[src/rtl/hostwr_pkg.sv]
package hostwr_pkg;
    localparam int DATA_W = 32;
    localparam int HALF_W = DATA_W / 2;
    localparam int BE_W   = DATA_W / 8;
    localparam int HBE_W  = BE_W / 2;

    localparam logic [BE_W-1:0] BE_ALL  = {BE_W{1'b1}};
    localparam logic [BE_W-1:0] BE_LOW  = {{HBE_W{1'b0}}, {HBE_W{1'b1}}};
    localparam logic [BE_W-1:0] BE_HIGH = {{HBE_W{1'b1}}, {HBE_W{1'b0}}};

    function automatic logic [DATA_W-1:0] place_half(input logic [HALF_W-1:0] h,
                                                     input logic upper);
        return upper ? {h, {HALF_W{1'b0}}} : {{HALF_W{1'b0}}, h};
    endfunction
endpackage

[src/rtl/hostwr_sync.sv]
module hostwr_sync #(
    parameter int              W       = 1,
    parameter int              STAGES  = 2,
    parameter logic [W-1:0]    RST_VAL = '0
) (
    input  logic         clk,
    input  logic         rst_n,
    input  logic [W-1:0] din,
    output logic [W-1:0] dout
);
    logic [W-1:0] st_q [STAGES];
    logic [W-1:0] st_d [STAGES];

    always_comb begin
        st_d[0] = din;
        for (int i = 1; i < STAGES; i++) begin
            st_d[i] = st_q[i-1];
        end
    end

    for (genvar g = 0; g < STAGES; g++) begin : g_stage
        always_ff @(posedge clk or negedge rst_n) begin
            if (!rst_n) st_q[g] <= RST_VAL;
            else        st_q[g] <= st_d[g];
        end
    end

    assign dout = st_q[STAGES-1];
endmodule

[src/rtl/hostwr_cycle.sv]
module hostwr_cycle #(
    parameter int ADDR_W = 7
) (
    input  logic                          clk,
    input  logic                          rst_n,
    input  logic                          s_cs_n,
    input  logic                          s_wr_n,
    input  logic                          s_sel,
    input  logic [ADDR_W-1:0]             s_addr,
    input  logic [hostwr_pkg::DATA_W-1:0] s_data,
    output logic                          end_evt,
    output logic                          cap_sel,
    output logic [ADDR_W-1:0]             cap_addr,
    output logic [hostwr_pkg::DATA_W-1:0] cap_data
);
    import hostwr_pkg::*;

    typedef struct packed {
        logic              act;
        logic              sel;
        logic [ADDR_W-1:0] addr;
        logic [DATA_W-1:0] data;
    } cyc_t;

    cyc_t st_d, st_q;
    logic act_now;

    assign act_now = ~s_cs_n & ~s_wr_n;

    always_comb begin
        st_d     = st_q;
        st_d.act = act_now;
        if (act_now) begin
            st_d.sel  = s_sel;
            st_d.addr = s_addr;
            st_d.data = s_data;
        end
    end

    always_ff @(posedge clk or negedge rst_n) begin
        if (!rst_n) st_q <= '0;
        else        st_q <= st_d;
    end

    assign end_evt  = st_q.act & ~act_now;
    assign cap_sel  = st_q.sel;
    assign cap_addr = st_q.addr;
    assign cap_data = st_q.data;

    AST_END_SINGLE: assert property (@(posedge clk) disable iff (!rst_n)
        end_evt |=> !end_evt);
    AST_END_NEEDS_BOTH: assert property (@(posedge clk) disable iff (!rst_n)
        end_evt |-> $past(!s_cs_n && !s_wr_n));
    AST_CAP_HELD: assert property (@(posedge clk) disable iff (!rst_n)
        !act_now |=> $stable(cap_data));
endmodule

[src/rtl/hostwr_pack.sv]
module hostwr_pack #(
    parameter int ADDR_W = 7
) (
    input  logic                          clk,
    input  logic                          rst_n,
    input  logic                          end_evt,
    input  logic                          cap_sel,
    input  logic [ADDR_W-1:0]             cap_addr,
    input  logic [hostwr_pkg::DATA_W-1:0] cap_data,
    input  logic                          bus16,
    input  logic                          fifo_full,
    output logic                          fifo_push,
    output logic [hostwr_pkg::DATA_W-1:0] fifo_data,
    output logic                          reg_wr,
    output logic [ADDR_W-2:0]             reg_addr,
    output logic [hostwr_pkg::DATA_W-1:0] reg_data,
    output logic [hostwr_pkg::BE_W-1:0]   reg_be,
    output logic                          overrun
);
    import hostwr_pkg::*;

    typedef struct packed {
        logic              push;
        logic [DATA_W-1:0] fdata;
        logic              regwr;
        logic [ADDR_W-2:0] raddr;
        logic [DATA_W-1:0] rdata;
        logic [BE_W-1:0]   rbe;
        logic [HALF_W-1:0] lo;
        logic              ovr;
    } pk_t;

    pk_t st_d, st_q;
    logic              a1;
    logic              low_only;
    logic [DATA_W-1:0] word;

    assign a1       = cap_addr[0];
    assign low_only = bus16 & ~a1;
    assign word     = bus16 ? {cap_data[HALF_W-1:0], st_q.lo} : cap_data;

    always_comb begin
        st_d       = st_q;
        st_d.push  = 1'b0;
        st_d.regwr = 1'b0;
        if (end_evt) begin
            if (cap_sel) begin
                if (low_only) begin
                    st_d.lo = cap_data[HALF_W-1:0];
                end else if (fifo_full) begin
                    st_d.ovr = 1'b1;
                end else begin
                    st_d.push  = 1'b1;
                    st_d.fdata = word;
                end
            end else begin
                st_d.regwr = 1'b1;
                st_d.raddr = cap_addr[ADDR_W-1:1];
                if (!bus16) begin
                    st_d.rdata = cap_data;
                    st_d.rbe   = BE_ALL;
                end else begin
                    st_d.rdata = place_half(cap_data[HALF_W-1:0], a1);
                    st_d.rbe   = a1 ? BE_HIGH : BE_LOW;
                end
            end
        end
    end

    always_ff @(posedge clk or negedge rst_n) begin
        if (!rst_n) st_q <= '0;
        else        st_q <= st_d;
    end

    assign fifo_push = st_q.push;
    assign fifo_data = st_q.fdata;
    assign reg_wr    = st_q.regwr;
    assign reg_addr  = st_q.raddr;
    assign reg_data  = st_q.rdata;
    assign reg_be    = st_q.rbe;
    assign overrun   = st_q.ovr;

    AST_PUSH_ONE_CYCLE: assert property (@(posedge clk) disable iff (!rst_n)
        fifo_push |=> !fifo_push);
    AST_NO_PUSH_WHEN_FULL: assert property (@(posedge clk) disable iff (!rst_n)
        (end_evt && cap_sel && fifo_full) |=> !fifo_push);
    AST_OVERRUN_STICKY: assert property (@(posedge clk) disable iff (!rst_n)
        overrun |=> overrun);
    AST_PATH_EXCLUSIVE: assert property (@(posedge clk) disable iff (!rst_n)
        !(fifo_push && reg_wr));
    AST_LOW_HALF_NO_PUSH: assert property (@(posedge clk) disable iff (!rst_n)
        (end_evt && cap_sel && bus16 && !cap_addr[0]) |=> !fifo_push);
    AST_REG_ONE_CYCLE: assert property (@(posedge clk) disable iff (!rst_n)
        reg_wr |=> !reg_wr);
endmodule

[src/rtl/hostwr_port.sv]
module hostwr_port #(
    parameter int ADDR_W      = 7,
    parameter int SYNC_STAGES = 2
) (
    input  logic                          clk,
    input  logic                          rst_n,
    input  logic                          cs_n,
    input  logic                          wr_n,
    input  logic [ADDR_W-1:0]             addr,
    input  logic                          fifo_sel,
    input  logic [hostwr_pkg::DATA_W-1:0] data,
    input  logic                          bus16,
    input  logic                          fifo_full,
    output logic                          fifo_push,
    output logic [hostwr_pkg::DATA_W-1:0] fifo_data,
    output logic                          reg_wr,
    output logic [ADDR_W-2:0]             reg_addr,
    output logic [hostwr_pkg::DATA_W-1:0] reg_data,
    output logic [hostwr_pkg::BE_W-1:0]   reg_be,
    output logic                          overrun
);
    import hostwr_pkg::*;

    localparam int BUS_W = 3 + ADDR_W + DATA_W;
    localparam logic [BUS_W-1:0] BUS_IDLE = {2'b11, {(BUS_W-2){1'b0}}};

    logic [BUS_W-1:0]  raw_bus, sync_bus;
    logic              s_cs_n, s_wr_n, s_sel;
    logic [ADDR_W-1:0] s_addr;
    logic [DATA_W-1:0] s_data;
    logic              end_evt, cap_sel;
    logic [ADDR_W-1:0] cap_addr;
    logic [DATA_W-1:0] cap_data;

    assign raw_bus = {cs_n, wr_n, fifo_sel, addr, data};

    hostwr_sync #(
        .W(BUS_W), .STAGES(SYNC_STAGES), .RST_VAL(BUS_IDLE)
    ) u_sync (
        .clk(clk), .rst_n(rst_n), .din(raw_bus), .dout(sync_bus)
    );

    assign {s_cs_n, s_wr_n, s_sel, s_addr, s_data} = sync_bus;

    hostwr_cycle #(.ADDR_W(ADDR_W)) u_cycle (
        .clk(clk), .rst_n(rst_n),
        .s_cs_n(s_cs_n), .s_wr_n(s_wr_n), .s_sel(s_sel),
        .s_addr(s_addr), .s_data(s_data),
        .end_evt(end_evt), .cap_sel(cap_sel),
        .cap_addr(cap_addr), .cap_data(cap_data)
    );

    hostwr_pack #(.ADDR_W(ADDR_W)) u_pack (
        .clk(clk), .rst_n(rst_n),
        .end_evt(end_evt), .cap_sel(cap_sel),
        .cap_addr(cap_addr), .cap_data(cap_data),
        .bus16(bus16), .fifo_full(fifo_full),
        .fifo_push(fifo_push), .fifo_data(fifo_data),
        .reg_wr(reg_wr), .reg_addr(reg_addr),
        .reg_data(reg_data), .reg_be(reg_be),
        .overrun(overrun)
    );
endmodule

[config.mk]
export PLATFORM = sky130hd
export DESIGN_NAME = hostwr_port
export DESIGN_NICKNAME = d
export VERILOG_FILES = /design/src/rtl/hostwr_pkg.sv /design/src/rtl/hostwr_sync.sv /design/src/rtl/hostwr_cycle.sv /design/src/rtl/hostwr_pack.sv /design/src/rtl/hostwr_port.sv
export SDC_FILE = /design/constraint.sdc
export NUM_CORES = 1
export LEC_CHECK = 0
export BUFFER_PORTS_ARGS = -buffer_cell sky130_fd_sc_hd__buf_2
export CORE_MARGIN = 4
export CORE_UTILIZATION = 45
export CTS_CLUSTER_SIZE = 8
export DETAILED_ROUTE_END_ITERATION = 16
export PLACE_DENSITY = 0.62
export SYNTH_ARGS = -nofsm -noshare
export SYNTH_HDL_FRONTEND = slang
export SYNTH_SLANG_ARGS = --single-unit
[constraint.sdc]
create_clock -name clk -period 4 [get_ports clk]
set_input_delay 0.8 -clock clk [delete_from_list [all_inputs] [get_ports clk]]
set_output_delay 0.8 -clock clk [all_outputs]
set_load 0.05 [all_outputs]
==> metrics.md, run 1 <==
| Metric | Value |
|---|---|
| Mapped Nets | `about 580` |
| Most frequent cells after synthesis | `dfrtp_1 (212), mux2_2 (137), buf_4 (76), inv_1 (17), nand2_1 (17)` |
| Synth top area cells | `dfrtp_1 (65%), mux2_2 (19%), buf_4 (6.9%)` |
| Deepest clock path buffer count | `3` |
| Synth warn | `0` |
| Sequential share of the synthesized area | `about two thirds` |
| Class of the worst hold path | `input pin to async pin` |
| H-tree depth | `1` |
| Crit path cell chain | `nor2_4 > nor3b_4 > buf_4 > mux2_2` |
| Top-count cell post-synth | `dfrtp_1` |
| RSZ-0062 raised after global routing | `no` |
| Non-filler cells, final | `839` |
| Final hold vios | `0` |
| Fin. max-slew vios | `0` |
| Remaining Overflow, GRT | `0` |
| Cells after Synth | `530` |
| Clock tree from TritonCTS | `built` |
| Antenna cells | `0` |
| Crit path DAT | `2.53 ns` |
| Reg power frac | `between 40% and 50%` |
| DP HPWL | `9750 um` |
| Cell internal pwr | `4620 uW` |
| Leak | `0.00438 uW` |
| Cell count after placement | `around 800` |
| Initial antenna violation count | `0` |
| All-layer global routing usage | `between 10% and 20%` |
| Cts bufs inserted | `30` |
| R2R Path Start | `u_sync.dout[40]` |
| Initial Util | `45.8%` |
| Synthesis-to-layout area growth | `13.7%` |
| Num rows | `between 40 and 50` |
| Multi-input gate area | `about 2100 um^2` |
| Max-cap violations | `0` |
| Post-route setup TNS | `0 ns` |
| Storage element area | `5410 um^2` |
| Sw Ratio | `between 30% and 40%` |
| Critical path type | `register to register` |
| Worst-case hold slack | `around 0.23 ns` |
| Final min period | `between 2 and 2.5 ns` |
| Worst r2r dst | `u_pack.reg_data[23]` |
| Logic gate share of total power | `between 20% and 30%` |
| Max-slew headroom | `a little under half` |
| Residual DRC | `0` |
| Die height | `143 um` |
| Die width | `143 um` |
| Final setup vio count | `0` |
| PostCTS Resize Cnt | `0` |
| CP startpoint kind | `register` |
| DRT Wirelength | `~15000 um` |
| Via density per instance | `4.85` |
| Layout cell share with drive strength beyond 1 | `50.2%` |
| Die area | `roughly 20000 um^2` |
| R2R cell count | `4` |
| Wire per inst | `~18 um` |
| Clock root buffer master | `clkbuf_16` |
| #FFs+latches synth | `~220` |
| Core area | `~18000 um^2` |
| Fill cells | `between 1.5k and 2k` |
| Actual slew at the worst max-slew pin | `0.796 ns` |
| Mapped Area | `8220 um^2` |
| # IOs | `about 120` |
| First-pass GRT wire length | `25000 um` |
| P_sw | `roughly 2600 uW` |
| Cell taking the most area after synthesis | `dfrtp_1` |
| Synth Area per Inst | `roughly 16 um^2` |
| CP max-delay cell | `buf_4` |
| Final period util | `between 50% and 60%` |
| Worst path buffer plus inverter count | `1` |
| Max Freq | `about 0.47 GHz` |
| Crit Path Max Fanout | `35` |
| DR pass1 iterations | `4` |
| Stages on worst setup path | `4` |
| I/O Buffers | `about 120` |
| Status | `completed` |
| Final Skew | `0.0107 ns` |
| DR iter-0 viols | `around 200` |
| CP Data Required Time | `around 4.4 ns` |
| Clock power share | `between 30 and 40%` |
| Share of the synthesized area in the top cell type | `64.5%` |
| EDFF count, synth | `0` |
| Crit path capture type | `register` |
| Pin count of the biggest net entering global routing | `92` |
| Pwr/cell area | `~770 nW/um^2` |
| Post-route ant nets | `0` |
| Nets@finish | `about 640` |
| Setup Fix Bufs, Post-CTS | `0` |
| Worst vdd ir | `0.363 mV` |
| Vias | `4066` |
| Sink Count | `between 200 and 250` |
| Fraction of registers with async set/reset | `100%` |
| Reg2Reg Setup Slack | `approximately 1.9 ns` |
| Max stage delay on crit path | `~0.59 ns` |
| GP Congestion | `approximately 0.76` |
| Hold buffers post-CTS | `0` |
| CP delay by family, top | `buffers and inverters` |
| Top_reg_cell synth | `dfrtp_1` |
| Netlist cell types | `21` |
| Vias in the first global route | `4563` |
| Clk_lat worst skew | `around 0.53 ns` |
| Clock-pin transition on the worst setup and hold timing paths | `0.05 ns` |
-- cell families (layout without fill, tap and decap cells) --
logic type             after synthesis  in the layout  synth area share (%)
multiplexers                       160            160                  21.7
buffers and inverters              111            191                  9.03
AO/OA/AOI/OAI                       18             18                  1.95
flip-flops                         216            216                  65.8
AND/OR/NAND/NOR                     25             25                  1.54
-- registers in the layout (all words and copies together), names as in the netlist, 2 cells and up --
register,flops
u_pack.st_q,16
u_sync.st_d,42
u_pack.fifo_data,32
u_cycle.cap_data,32
u_sync.dout,42
u_pack.reg_data,32
u_cycle.cap_addr,7
u_pack.reg_be,2
u_pack.reg_addr,6
-- metrics by stage --
stage                     setup WS [ns]  util (%)  power [uW]  cell area, um^2
final                              1.88      52.0        7220             9350
after global placement             1.53      47.5        5030             8530
after detailed placement           1.45      47.5        5080             8530
after CTS                          1.84      52.0        7330             9350
after floorplan                    1.98         -        4930             8220
after global routing               1.76      52.0        7580             9350
-- power by group through the flow --
| stage | sequential, uW | clock (uW) | combinational [uW] |
|---|---|---|---|
| 4_1_cts | 2950 | 2270 | 2110 |
| 3_3_place_gp | 2960 | 0 | 2070 |
| 6_report | 2940 | 2200 | 2070 |
| 5_1_grt | 3000 | 2380 | 2200 |
| 3_5_place_dp | 2980 | 0 | 2100 |
| 2_1_floorplan | 2870 | 0 | 2060 |
-- worst max path at each step --
stage / startpoint / endpoint
floorplan: bus16 / u_pack.fifo_data[10]
global route: u_sync.dout[41] / u_pack.reg_data[24]
detailed placement: bus16 / u_pack.reg_be[1]
CTS: u_sync.dout[40] / u_pack.reg_data[27]
global placement: bus16 / u_pack.reg_be[1]
finish: u_sync.dout[40] / u_pack.reg_data[23]
-- cell usage in the layout (no fill, tap or decap), types with 4 or more instances in the layout --
| cell | n |
|---|---|
| a22o_1 | 16 |
| buf_2 | 121 |
| buf_4 | 6 |
| clkbuf_1 | 14 |
| clkbuf_16 | 30 |
| dfrtp_1 | 212 |
| dfstp_2 | 4 |
| inv_1 | 17 |
| mux2_1 | 7 |
| mux2_2 | 137 |
| mux2i_1 | 16 |
| nand2_1 | 17 |
-- per-layer routing --
| metal | global-route usage [%] | part of all wire (%) | routed length [um] | vias to the layer above |
|---|---|---|---|---|
| met1 | 21.2 | 44 | 6660 | 2105 |
| met2 | 24.7 | 48 | 7320 | 94 |
| li1 | - | - | - | 1845 |
| met5 | 0 | 0 | 0 | - |
| met3 | 3.92 | 6.3 | 958 | 22 |
| met4 | 4.05 | 1.5 | 226 | 0 |
-- layout make-up --
cell class	count	area share (%)
Inverter	17	0.683
Clock inverter	1	0.174
Sequential cell	216	57.9
Clock buffer	44	8.59
Multi-Input combinational cell	203	22.3
Timing Repair Buffer	129	7.34
Tap cell	229	3.07
(Power assumes the default switching activity.)
==> inputs of run 2 (changes only) <==
PLACE_DENSITY = 0.65   (was 0.62)
clock period = 1.8 ns   (was 4 ns; I/O delays follow)
==> run 2 against run 1 <==
  * Core utilization increased by 3.3 points
  * Clock skew increased by 0.011 ns
  * Fmax increased by 25%
  * Highest routed layer unchanged
==> metrics.md, run 2 (synthesis results as in run 1) <==
| Metric | Value |
|---|---|
| CP startpoint kind | `register (unchanged)` |
| Initial antenna violation count | `0 (unchanged)` |
| Clock root buffer master | `clkbuf_16 (unchanged)` |
| Final Skew | `0.0221 ns (was 0.0107 ns)` |
| Crit Path Max Fanout | `33 (was 35)` |
| Reg power frac | `40.6% (was 40.7%)` |
| RSZ-0062 raised after global routing | `no (unchanged)` |
| Sw Ratio | `36.0% (about the same)` |
| DR pass1 iterations | `4 (unchanged)` |
| M2 GR Usage | `26.6% (was 24.7%)` |
| Clock tree from TritonCTS | `built (unchanged)` |
| Worst path buffer plus inverter count | `1 (unchanged)` |
| Logic gate share of total power | `29.3% (was 28.8%)` |
| Stages on worst setup path | `4 (unchanged)` |
| PnR Total Power | `16200 uW (was 7220 uW)` |
| DP HPWL | `10500 um (was 9750 um)` |
| GP Congestion | `0.807 (was 0.760)` |
| Via density per instance | `4.86 (was 4.85)` |
| Nets@finish | `696 (was 643)` |
| Pwr/cell area | `1630 nW/um^2 (was 772 nW/um^2)` |
| Die width | `143 um (unchanged)` |
| Critical path type | `register to register (unchanged)` |
| Final min period | `1.69 ns (was 2.12 ns)` |
| I/O Buffers | `122 (unchanged)` |
| Max Freq | `0.590 GHz (was 0.471 GHz)` |
| Clock power share | `30.1% (was 30.6%)` |
| Leak | `0.00464 uW (was 0.00438 uW)` |
| P_sw | `5840 uW (was 2600 uW)` |
| Die area | `20500 um^2 (unchanged)` |
| Crit path capture type | `register (unchanged)` |
| Crit path cell chain | `o211ai_2 > nor3_4 > buf_12 > mux2_2 (was nor2_4 > nor3b_4 > buf_4 > mux2_2)` |
| Worst vdd ir | `0.842 mV (was 0.363 mV)` |
| Fin. max-slew vios | `0 (unchanged)` |
| Clk_lat worst skew | `0.53 ns (about the same)` |
| Class of the worst hold path | `input pin to register (was input pin to async pin)` |
| Fill cells | `1449 (was 1512)` |
| Post-route ant nets | `0 (unchanged)` |
| R2R cell count | `4 (unchanged)` |
| Cell internal pwr | `10400 uW (was 4620 uW)` |
| CP delay by family, top | `flip-flops (was buffers and inverters)` |
| Cell count after placement | `804 (was 794)` |
| Die height | `143 um (unchanged)` |
| Wire per inst | `17.8 um (was 18.1 um)` |
| Layout cell share with drive strength beyond 1 | `47.7% (was 50.2%)` |
| Status | `completed (unchanged)` |
| H-tree depth | `1 (unchanged)` |
| Post-route setup TNS | `0 ns (unchanged)` |
| Core area | `18000 um^2 (unchanged)` |
| Vias in the first global route | `4903 (was 4563)` |
| First-pass GRT wire length | `26200 um (was 25000 um)` |
| Sink Count | `216 (unchanged)` |
| Remaining Overflow, GRT | `0 (unchanged)` |
| Final period util | `94.1% (was 53.1%)` |
| Actual slew at the worst max-slew pin | `0.714 ns (was 0.796 ns)` |
| Max-cap violations | `0 (unchanged)` |
| All-layer global routing usage | `16.1% (was 15.4%)` |
| CP Data Required Time | `2.19 ns (was 4.40 ns)` |
| Crit path DAT | `2.09 ns (was 2.53 ns)` |
| Most frequent cells in the layout | `dfrtp_1 (212), mux2_2 (137), buf_2 (121) (unchanged)` |
| Initial Util | `45.8% (unchanged)` |
| PostCTS Resize Cnt | `0 (unchanged)` |
| Met1 Use GR | `21.5% (was 21.2%)` |
| Pin count of the biggest net entering global routing | `62 (was 92)` |
| Final setup vio count | `0 (unchanged)` |
| Final hold vios | `0 (unchanged)` |
| CP max-delay cell | `dfstp_2 (was buf_4)` |
| Commonest non-fill, non-tap cell in the layout | `dfrtp_1 (unchanged)` |
| DRT Wirelength | `15800 um (was 15200 um)` |
| Antenna cells | `0 (unchanged)` |
| Cts bufs inserted | `30 (unchanged)` |
| Num rows | `49 (unchanged)` |
| Synthesis-to-layout area growth | `20.9% (was 13.7%)` |
| # IOs | `123 (unchanged)` |
| GR Layer Usage met3 | `3.68% (was 3.92%)` |
| Setup Fix Bufs, Post-CTS | `0 (unchanged)` |
| Vias | `4333 (was 4066)` |
| Non-filler cells, final | `892 (was 839)` |
| Busiest grt layer | `met2 (unchanged)` |
| Max stage delay on crit path | `0.55 ns (was 0.59 ns)` |
| Residual DRC | `0 (unchanged)` |
| WHS Path Cells | `2` |
| Deepest clock path buffer count | `3 (unchanged)` |
| DR iter-0 viols | `132 (was 204)` |
| Max-slew headroom | `52.4% (was 46.9%)` |
| Clock-pin transition on the worst setup and hold timing paths | `0.05 ns (about the same)` |
[run 2: path summary, 6_finish.rpt]
| path | slack [ns] | end | from |
|---|---|---|---|
| setup / recovery | 0.11 | u_pack.fifo_data[29] | u_sync.dout[40] |
| hold / removal | 0.11 | u_pack.overrun | fifo_full |
| setup reg to reg | 0.11 | u_pack.fifo_data[29] | u_sync.dout[40] |
| hold reg to reg | 0.34 | u_sync.dout[22] | u_sync.st_d[22] |
| max in group asynchronous | 0.83 | u_sync.st_d[26] | rst_n |
| min in group asynchronous | 0.38 | u_sync.st_d[33] | rst_n |
[run 2: repair_timing]
| action | CTS | global route |
|---|---|---|
| hold endpoints to repair | 91 | 0 |
| endpoints found under the setup margin | 0 | 0 |
| hold buffers | 43 | 0 |
[run 2: worst reg2reg max path, cell delays in order, from the launching register on]
cell	delay [ns]
dfstp_2	0.55
o211ai_2	0.16
nor3_4	0.23
buf_12	0.25
mux2_2	0.37
[run 2: per-layer routing]
metal	share of wire, %	wire [um]	up-vias
met5	0	0	-
met4	2.3	366	0
met3	5.5	878	29
met2	49	7770	103
met1	43	6830	2240
li1	-	-	1961
[run 2: stage by stage]
step / hold slack, ns / utilization, % / setup slack (ns) / area (um^2)
CTS: 0.0881 / 55.3 / 0.0952 / 9940
global route: 0.0972 / 55.3 / 0.0454 / 9940
floorplan: 0.0644 / - / 0.206 / 8220
detailed placement: 0.335 / 48.4 / 0.122 / 8690
finish: 0.114 / 55.3 / 0.105 / 9940
global placement: 0.332 / 48.4 / 0.158 / 8690
[run 2: area by class of cell]
type,count,area (um^2),area share (%)
Sequential cell,216,5410,54.4
Multi-Input combinational cell,203,2080,20.9
Timing Repair Buffer,182,1280,12.9
Clock buffer,44,803,8.08
Tap cell,229,287,2.88
Inverter,17,63.8,0.642
Clock inverter,1,16.3,0.164
[run 2: power groups by stage]
stage / Sequential (uW) / Clock [uW] / Combinational, uW
after floorplan: 6390 / 0 / 4570
after global placement: 6590 / 0 / 4630
after detailed placement: 6650 / 0 / 4710
after CTS: 6580 / 5040 / 4800
after global routing: 6700 / 5260 / 5000
final: 6570 / 4880 / 4740
